**src/rtl/pr_pkg.sv**
```systemverilog
package pr_pkg;
  localparam int NRATE  = 5;
  localparam int RATE_W = 3;
  localparam int PH_W   = 3;

  function automatic logic [PH_W-1:0] phase_count(logic [RATE_W-1:0] r, logic alt);
    case (r)
      3'd0:    phase_count = 3'd1;
      3'd1:    phase_count = 3'd2;
      3'd2:    phase_count = 3'd3;
      3'd3:    phase_count = 3'd5;
      3'd4:    phase_count = alt ? 3'd6 : 3'd7;
      default: phase_count = 3'd1;
    endcase
  endfunction

  // next enabled index after r, cyclic; r itself if it is the only one; r if none
  function automatic logic [RATE_W-1:0] next_enabled(logic [RATE_W-1:0] r, logic [NRATE-1:0] en);
    logic found;
    int idx;
    next_enabled = r;
    found = 1'b0;
    for (int k = 1; k <= NRATE; k++) begin
      idx = (int'(r) + k) % NRATE;
      if (!found && en[idx]) begin
        next_enabled = RATE_W'(idx);
        found = 1'b1;
      end
    end
  endfunction

  function automatic logic [RATE_W-1:0] lowest_enabled(logic [RATE_W-1:0] r, logic [NRATE-1:0] en);
    lowest_enabled = r;
    for (int k = NRATE - 1; k >= 0; k--) begin
      if (en[k]) lowest_enabled = RATE_W'(k);
    end
  endfunction
endpackage

```
**src/rtl/pr_err_window.sv**
```systemverilog
module pr_err_window #(
  parameter int WIN_LG = 8,
  parameter int ERR_W  = 8
) (
  input  logic             clk_i,
  input  logic             rst_ni,
  input  logic             bit_stb_i,
  input  logic             err_stb_i,
  output logic [ERR_W-1:0] err_rate_o,
  output logic             done_o
);
  logic [WIN_LG-1:0] bit_cnt_q;
  logic [WIN_LG:0]   err_acc_q;
  logic [WIN_LG:0]   err_sum;
  logic              sat;

  assign err_sum = err_acc_q + (WIN_LG+1)'(err_stb_i);
  assign sat     = (err_sum > (WIN_LG+1)'({ERR_W{1'b1}}));

  always_ff @(posedge clk_i or negedge rst_ni) begin
    if (!rst_ni) begin
      bit_cnt_q  <= '0;
      err_acc_q  <= '0;
      err_rate_o <= '0;
      done_o     <= 1'b0;
    end else begin
      done_o <= 1'b0;
      if (bit_stb_i) begin
        bit_cnt_q <= bit_cnt_q + 1'b1;
        if (&bit_cnt_q) begin
          err_rate_o <= sat ? {ERR_W{1'b1}} : ERR_W'(err_sum);
          err_acc_q  <= '0;
          done_o     <= 1'b1;
        end else begin
          err_acc_q <= err_sum;
        end
      end
    end
  end

  assert_rate_hold_R1: assert property (@(posedge clk_i) disable iff (!rst_ni)
    !done_o |-> $stable(err_rate_o));
endmodule

```
**src/rtl/pr_lock_eval.sv**
```systemverilog
module pr_lock_eval #(
  parameter int ERR_W = 8,
  parameter int THR_W = 7,
  parameter int TMO_W = 8
) (
  input  logic             clk_i,
  input  logic             rst_ni,
  input  logic             win_done_i,
  input  logic [ERR_W-1:0] err_rate_i,
  input  logic [THR_W-1:0] thr_i,
  input  logic [THR_W-1:0] hyst_i,
  input  logic             sync_i,
  input  logic [TMO_W-1:0] timeout_i,
  input  logic             manual_i,
  input  logic             rate_ok_i,
  output logic             lock_o,
  output logic             step_o
);
  localparam int CW = (ERR_W > THR_W ? ERR_W : THR_W) + 1;

  logic [CW-1:0]    err_x, thr_x, lim_x;
  logic [TMO_W-1:0] tmo_q, tmo_d, tmo_nxt;
  logic             lock_d;

  assign err_x   = CW'(err_rate_i);
  assign thr_x   = CW'(thr_i);
  assign lim_x   = thr_x + CW'(hyst_i);
  assign tmo_nxt = tmo_q + 1'b1;

  always_comb begin
    step_o = 1'b0;
    lock_d = lock_o;
    tmo_d  = tmo_q;
    if (win_done_i) begin
      tmo_d = '0;
      if (manual_i) begin
        lock_d = sync_i;
      end else if (!rate_ok_i) begin
        step_o = 1'b1;
        lock_d = 1'b0;
      end else if (lock_o) begin
        if (err_x > lim_x || !sync_i) lock_d = 1'b0;
      end else if (err_x > thr_x) begin
        step_o = 1'b1;
      end else if (sync_i) begin
        lock_d = 1'b1;
      end else if (tmo_nxt >= timeout_i) begin
        step_o = 1'b1;
      end else begin
        tmo_d = tmo_nxt;
      end
    end
  end

  always_ff @(posedge clk_i or negedge rst_ni) begin
    if (!rst_ni) begin
      lock_o <= 1'b0;
      tmo_q  <= '0;
    end else begin
      lock_o <= lock_d;
      tmo_q  <= tmo_d;
    end
  end

  assert_lock_rise_R7: assert property (@(posedge clk_i) disable iff (!rst_ni)
    $rose(lock_o) |-> $past(win_done_i && sync_i));

  assert_lock_hold_R8: assert property (@(posedge clk_i) disable iff (!rst_ni)
    (lock_o && !win_done_i) |=> lock_o);

  assert_manual_lock_R11: assert property (@(posedge clk_i) disable iff (!rst_ni)
    (manual_i && win_done_i) |=> (lock_o == $past(sync_i)));
endmodule

```
**src/rtl/pr_rate_phase.sv**
```systemverilog
module pr_rate_phase
  import pr_pkg::*;
(
  input  logic              clk_i,
  input  logic              rst_ni,
  input  logic              step_i,
  input  logic              manual_i,
  input  logic              frozen_i,
  input  logic              f_i,
  input  logic              alt_i,
  input  logic [NRATE-1:0]  rate_en_i,
  output logic [RATE_W-1:0] rate_o,
  output logic [PH_W-1:0]   phase_o,
  output logic              rate_ok_o
);
  logic                f_q, f_rise, last_ph;
  logic [RATE_W-1:0]   forced, nxt_rate;
  logic [PH_W-1:0]     np_cur;

  assign f_rise    = f_i && !f_q;
  assign np_cur    = phase_count(rate_o, alt_i);
  assign last_ph   = (phase_o >= np_cur - 1'b1);
  assign forced    = lowest_enabled(rate_o, rate_en_i);
  assign nxt_rate  = next_enabled(rate_o, rate_en_i);
  assign rate_ok_o = rate_en_i[rate_o];

  always_ff @(posedge clk_i or negedge rst_ni) begin
    if (!rst_ni) begin
      rate_o  <= '0;
      phase_o <= '0;
      f_q     <= 1'b0;
    end else begin
      f_q <= f_i;
      if (manual_i) begin
        if (forced != rate_o) begin
          rate_o  <= forced;
          phase_o <= (phase_o < phase_count(forced, alt_i)) ? phase_o : '0;
        end else if (f_rise) begin
          phase_o <= last_ph ? '0 : phase_o + 1'b1;
        end
      end else if (step_i) begin
        if (!rate_ok_o) begin
          rate_o  <= nxt_rate;
          phase_o <= '0;
        end else if (!last_ph) begin
          phase_o <= phase_o + 1'b1;
        end else begin
          phase_o <= '0;
          if (!frozen_i) rate_o <= nxt_rate;
        end
      end
    end
  end

  assert_phase_range_R4: assert property (@(posedge clk_i) disable iff (!rst_ni)
    phase_o < np_cur);

  assert_hold_no_step_R3: assert property (@(posedge clk_i) disable iff (!rst_ni)
    (!manual_i && !step_i) |=> ($stable(rate_o) && $stable(phase_o)));

  assert_frozen_rate_R9: assert property (@(posedge clk_i) disable iff (!rst_ni)
    (frozen_i && !manual_i && rate_ok_o) |=> $stable(rate_o));

  assert_manual_phase_R10: assert property (@(posedge clk_i) disable iff (!rst_ni)
    (manual_i && !f_rise && forced == rate_o) |=> $stable(phase_o));
endmodule

```
**src/rtl/punct_search.sv**
```systemverilog
module punct_search
  import pr_pkg::*;
#(
  parameter int WIN_LG = 8,
  parameter int ERR_W  = 8,
  parameter int THR_W  = 7,
  parameter int TMO_W  = 8
) (
  input  logic                   clk_i,
  input  logic                   rst_ni,
  input  logic                   bit_stb_i,
  input  logic                   err_stb_i,
  input  logic                   sync_i,
  input  logic                   mode_am_i,
  input  logic                   mode_f_i,
  input  logic                   std_alt_i,
  input  logic [NRATE-1:0]       rate_en_i,
  input  logic [NRATE*THR_W-1:0] thr_i,
  input  logic [THR_W-1:0]       hyst_i,
  input  logic [TMO_W-1:0]       timeout_i,
  output logic [RATE_W-1:0]      rate_o,
  output logic [PH_W-1:0]        phase_o,
  output logic [ERR_W-1:0]       err_rate_o,
  output logic                   lock_o
);
  logic [THR_W-1:0] thr_arr [NRATE];
  logic [THR_W-1:0] thr_sel;
  logic             win_done, step, rate_ok, frozen;

  for (genvar k = 0; k < NRATE; k++) begin : g_thr
    assign thr_arr[k] = thr_i[k*THR_W +: THR_W];
  end

  always_comb begin
    thr_sel = '0;
    for (int k = 0; k < NRATE; k++) begin
      if (int'(rate_o) == k) thr_sel = thr_arr[k];
    end
  end

  assign frozen = !mode_am_i && mode_f_i;

  pr_err_window #(.WIN_LG(WIN_LG), .ERR_W(ERR_W)) i_win (
    .clk_i, .rst_ni,
    .bit_stb_i, .err_stb_i,
    .err_rate_o,
    .done_o (win_done)
  );

  pr_lock_eval #(.ERR_W(ERR_W), .THR_W(THR_W), .TMO_W(TMO_W)) i_lock (
    .clk_i, .rst_ni,
    .win_done_i (win_done),
    .err_rate_i (err_rate_o),
    .thr_i      (thr_sel),
    .hyst_i,
    .sync_i,
    .timeout_i,
    .manual_i   (mode_am_i),
    .rate_ok_i  (rate_ok),
    .lock_o,
    .step_o     (step)
  );

  pr_rate_phase i_rp (
    .clk_i, .rst_ni,
    .step_i    (step),
    .manual_i  (mode_am_i),
    .frozen_i  (frozen),
    .f_i       (mode_f_i),
    .alt_i     (std_alt_i),
    .rate_en_i,
    .rate_o,
    .phase_o,
    .rate_ok_o (rate_ok)
  );
endmodule

```
**config.mk**
```make
export PLATFORM = sky130hd
export DESIGN_NAME = punct_search
export DESIGN_NICKNAME = d
export VERILOG_FILES = /design/src/rtl/pr_pkg.sv /design/src/rtl/pr_err_window.sv /design/src/rtl/pr_lock_eval.sv /design/src/rtl/pr_rate_phase.sv /design/src/rtl/punct_search.sv
export SDC_FILE = /design/constraint.sdc
export NUM_CORES = 1
export LEC_CHECK = 0
export ABC_AREA = 1
export CORE_AREA = 4 4 126 128
export CTS_CLUSTER_SIZE = 25
export DETAILED_ROUTE_END_ITERATION = 8
export DIE_AREA = 0 0 130 132
export MAX_ROUTING_LAYER = met4
export PLACE_DENSITY = 0.63
export SYNTH_ARGS = -nofsm -noshare
export SYNTH_HDL_FRONTEND = slang
export SYNTH_SLANG_ARGS = --single-unit
```
**constraint.sdc**
```tcl
create_clock -name clk_i -period 4.4 [get_ports clk_i]
set_clock_uncertainty 0.15 [all_clocks]
set_input_delay 0.44 -clock clk_i [delete_from_list [all_inputs] [get_ports clk_i]]
set_output_delay 0.44 -clock clk_i [all_outputs]
set_load 0.005 [all_outputs]
```
==> run metrics <==
num rows=45; CORE AREA=about 15000 um2; GPL Wtd Cong=about 0.84; largest net degree at the start of global routing=43; Total Routing Usage GR=approximately 16%; routed via count=4903; # diodes=0; Crit path depth=28; EDFF count, synth=0; Final Max Slew Viols=0; Mapped Nets=just under 900; fin util=about 43%; Cells after Synth=about 730; cell taking the most area after synthesis=dfrtp_1; Ports=78; Reg2Reg Setup Slack=approximately 0.43 ns; CTS buffer count=5; Post-route DRC=0; clk buf depth=2; min setup slack post-route=~0.43 ns; Initial Util=34.1%; width of the die=approximately 130 um; Max Fclk=around 250 MHz; Primary FF master, synth=dfrtp_1; Final Cycle Share=90.3%; kind of cell adding the most delay to the critical path=adder cells; # H-tree levels=2; first-pass detailed-route iteration total=4; # setup viols final=0; Layout fillers=1568; Detailed Route WL=roughly 13 mm; Syn Area/Cell=6.91 um2; fin crit period=3.97 ns; GRT overflow=0; critical path type=reg -> reg; hold crit path type=in -> async; CP peak stage delay=about 0.4 ns; number of hold buffers added after cts=0; Post-DP HPWL=10.7 mm; crit-path max FO=7; share of the synthesized area in the top cell type=a little over 20%; final hold vios=0; R2R cell count=28; TNS Setup=0 ns; status=completed; WHS=between 0.1 and 0.15 ns; worst skew pair latency=between 0.2 and 0.3 ns; Worst setup EP type=flip-flop; FFs w/ async S/R, synth=100%; CTS clk-pin slew, worst paths=about 0.06 ns; Synth warnings=0; max_cap viols=0; element type at the critical path start=flip-flop; first-pass GRT wire length=22.1 mm; die area=about 17000 um2; slew margin rel.=roughly two fifths; initial antenna violation count=0; Req. time, crit path=~4.5 ns; Cell variety after synth=56; Root Buffer=clkbuf_16; sequential area share after synthesis=between 20% and 30%; CP dominant cell by count=nand2_1; I/O Buffers=77; # nets final=roughly 950; worst slew pin tran=0.908 ns; TritonCTS clock tree=yes; share of cells above drive strength 1=approximately 12%; post-synthesis register bit count=42; Place WS=approximately 0.24 ns; Clock Sinks=between 40 and 50; CP arrival=~4 ns; routed vias/inst=just under 5; Synth area leaders=dfrtp_1, ha_1, nand2_1; vias in the first global route=roughly 4700; Die Ht=132 um; Crit-path slowest cell=dfrtp_1; crit path buf inv count=3; Layout area overhead=24.7%; WL/cell=12.8 um; Routed Antenna Nets=0; Iteration-0 DRC Markers=250; Syn Std Cell Area=5070 um2
-- layer usage --
metal	GRT usage, %	share of wire [%]	routed length, um
met5	-	0	0
met4	2.89	0.92	119
met2	26.1	50	6370
met3	2.43	4.5	576
met1	20.4	45	5800
-- stage by stage --
step | instances | cell area, um2
final | 1009 | 6320
after global routing | 1009 | 6320
after CTS | 1009 | 6280
after detailed placement | 1001 | 6110
after global placement | 1001 | 6110
after floorplan | 734 | 5070
-- area by class of cell --
type / instances / area (um2) / share of cell area (%)
Clock buffer: 5 / 125 / 1.98
Clock inverter: 3 / 43.8 / 0.693
Inverter: 122 / 462 / 7.30
Multi-Input combinational cell: 558 / 3530 / 55.9
Sequential cell: 42 / 1050 / 16.6
Tap cell: 188 / 235 / 3.72
Timing Repair Buffer: 91 / 871 / 13.8
-- cells in the mapped netlist, drive strengths merged (4+ instances only) --
cell type,n
nand2,184
inv,119
nand3,71
ha,68
o21ai,54
nor2,44
dfrtp,42
a21oi,35
xor2,19
a22oi,9
buf,9
nor3,9
nand4,8
o21a,8
a31oi,7
xnor2,7
o22ai,6
or2,4
-- path summary, 6_finish.rpt --
check / to / start
min reg2reg: i_win.err_acc_q[0] / i_win.err_acc_q[0]
min in group clk_i: i_win.err_acc_q[0] / i_win.err_acc_q[0]
max in group asynchronous: i_rp.rate_o[2] / rst_ni
max reg2reg: i_lock.lock_o / i_rp.rate_o[0]
min: i_win.err_acc_q[0] / rst_ni
max: i_lock.lock_o / i_rp.rate_o[0]
-- flip-flops by register name (all words and copies together), names as in the netlist --
| signal | flops |
|---|---|
| i_lock.lock_o | 1 |
| i_lock.tmo_q | 8 |
| i_rp.f_q | 1 |
| i_rp.phase_o | 3 |
| i_rp.rate_o | 3 |
| i_win.bit_cnt_q | 8 |
| i_win.done_o | 1 |
| i_win.err_acc_q | 9 |
| i_win.err_rate_o | 8 |
-- what timing repair did --
item,CTS,global route
setup endpoints to repair,0,3
buffers inserted,0,0
gates resized for setup,0,17
-- kinds of logic after synthesis --
group                      count (synthesis)  synth area share [%]
AOI/OAI and AO/OA                        135                  16.3
DFF                                       42                  20.7
xor gates and xnor gates                  26                  4.64
muxes                                      2                 0.420
and+or+nand+nor                          325                  29.9
buffers and inverters                    134                  10.4
adders and majority gates                 70                  17.6
-- placed cells by master, fill, tap and decap left out, types with 6 or more instances in the layout --
cell type        synthesis  layout
a31oi_1                  7       7
dfrtp_1                 42      41
o21ai_0                 39      37
nor3_1                   9       9
nand2_2                 17      18
xnor2_1                  7       7
o21a_1                   7       7
nand4_1                  8       8
o21ai_1                  9      11
o22ai_1                  6       6
inv_2                   10      10
nand3_1                 63      63
clkdlybuf4s50_1          0      76
a22oi_1                  9       9
ha_1                    68      67
nand3_2                  7       7
a21oi_1                 32      29
o21ai_2                  6       6
xor2_1                  18      18
nand2_1                162     161
inv_1                  109     108
buf_4                    2      14
nor2_1                  43      41
Power is not shown: default switching activity piles up to over one toggle a cycle in this logic, so the estimate is an artifact.
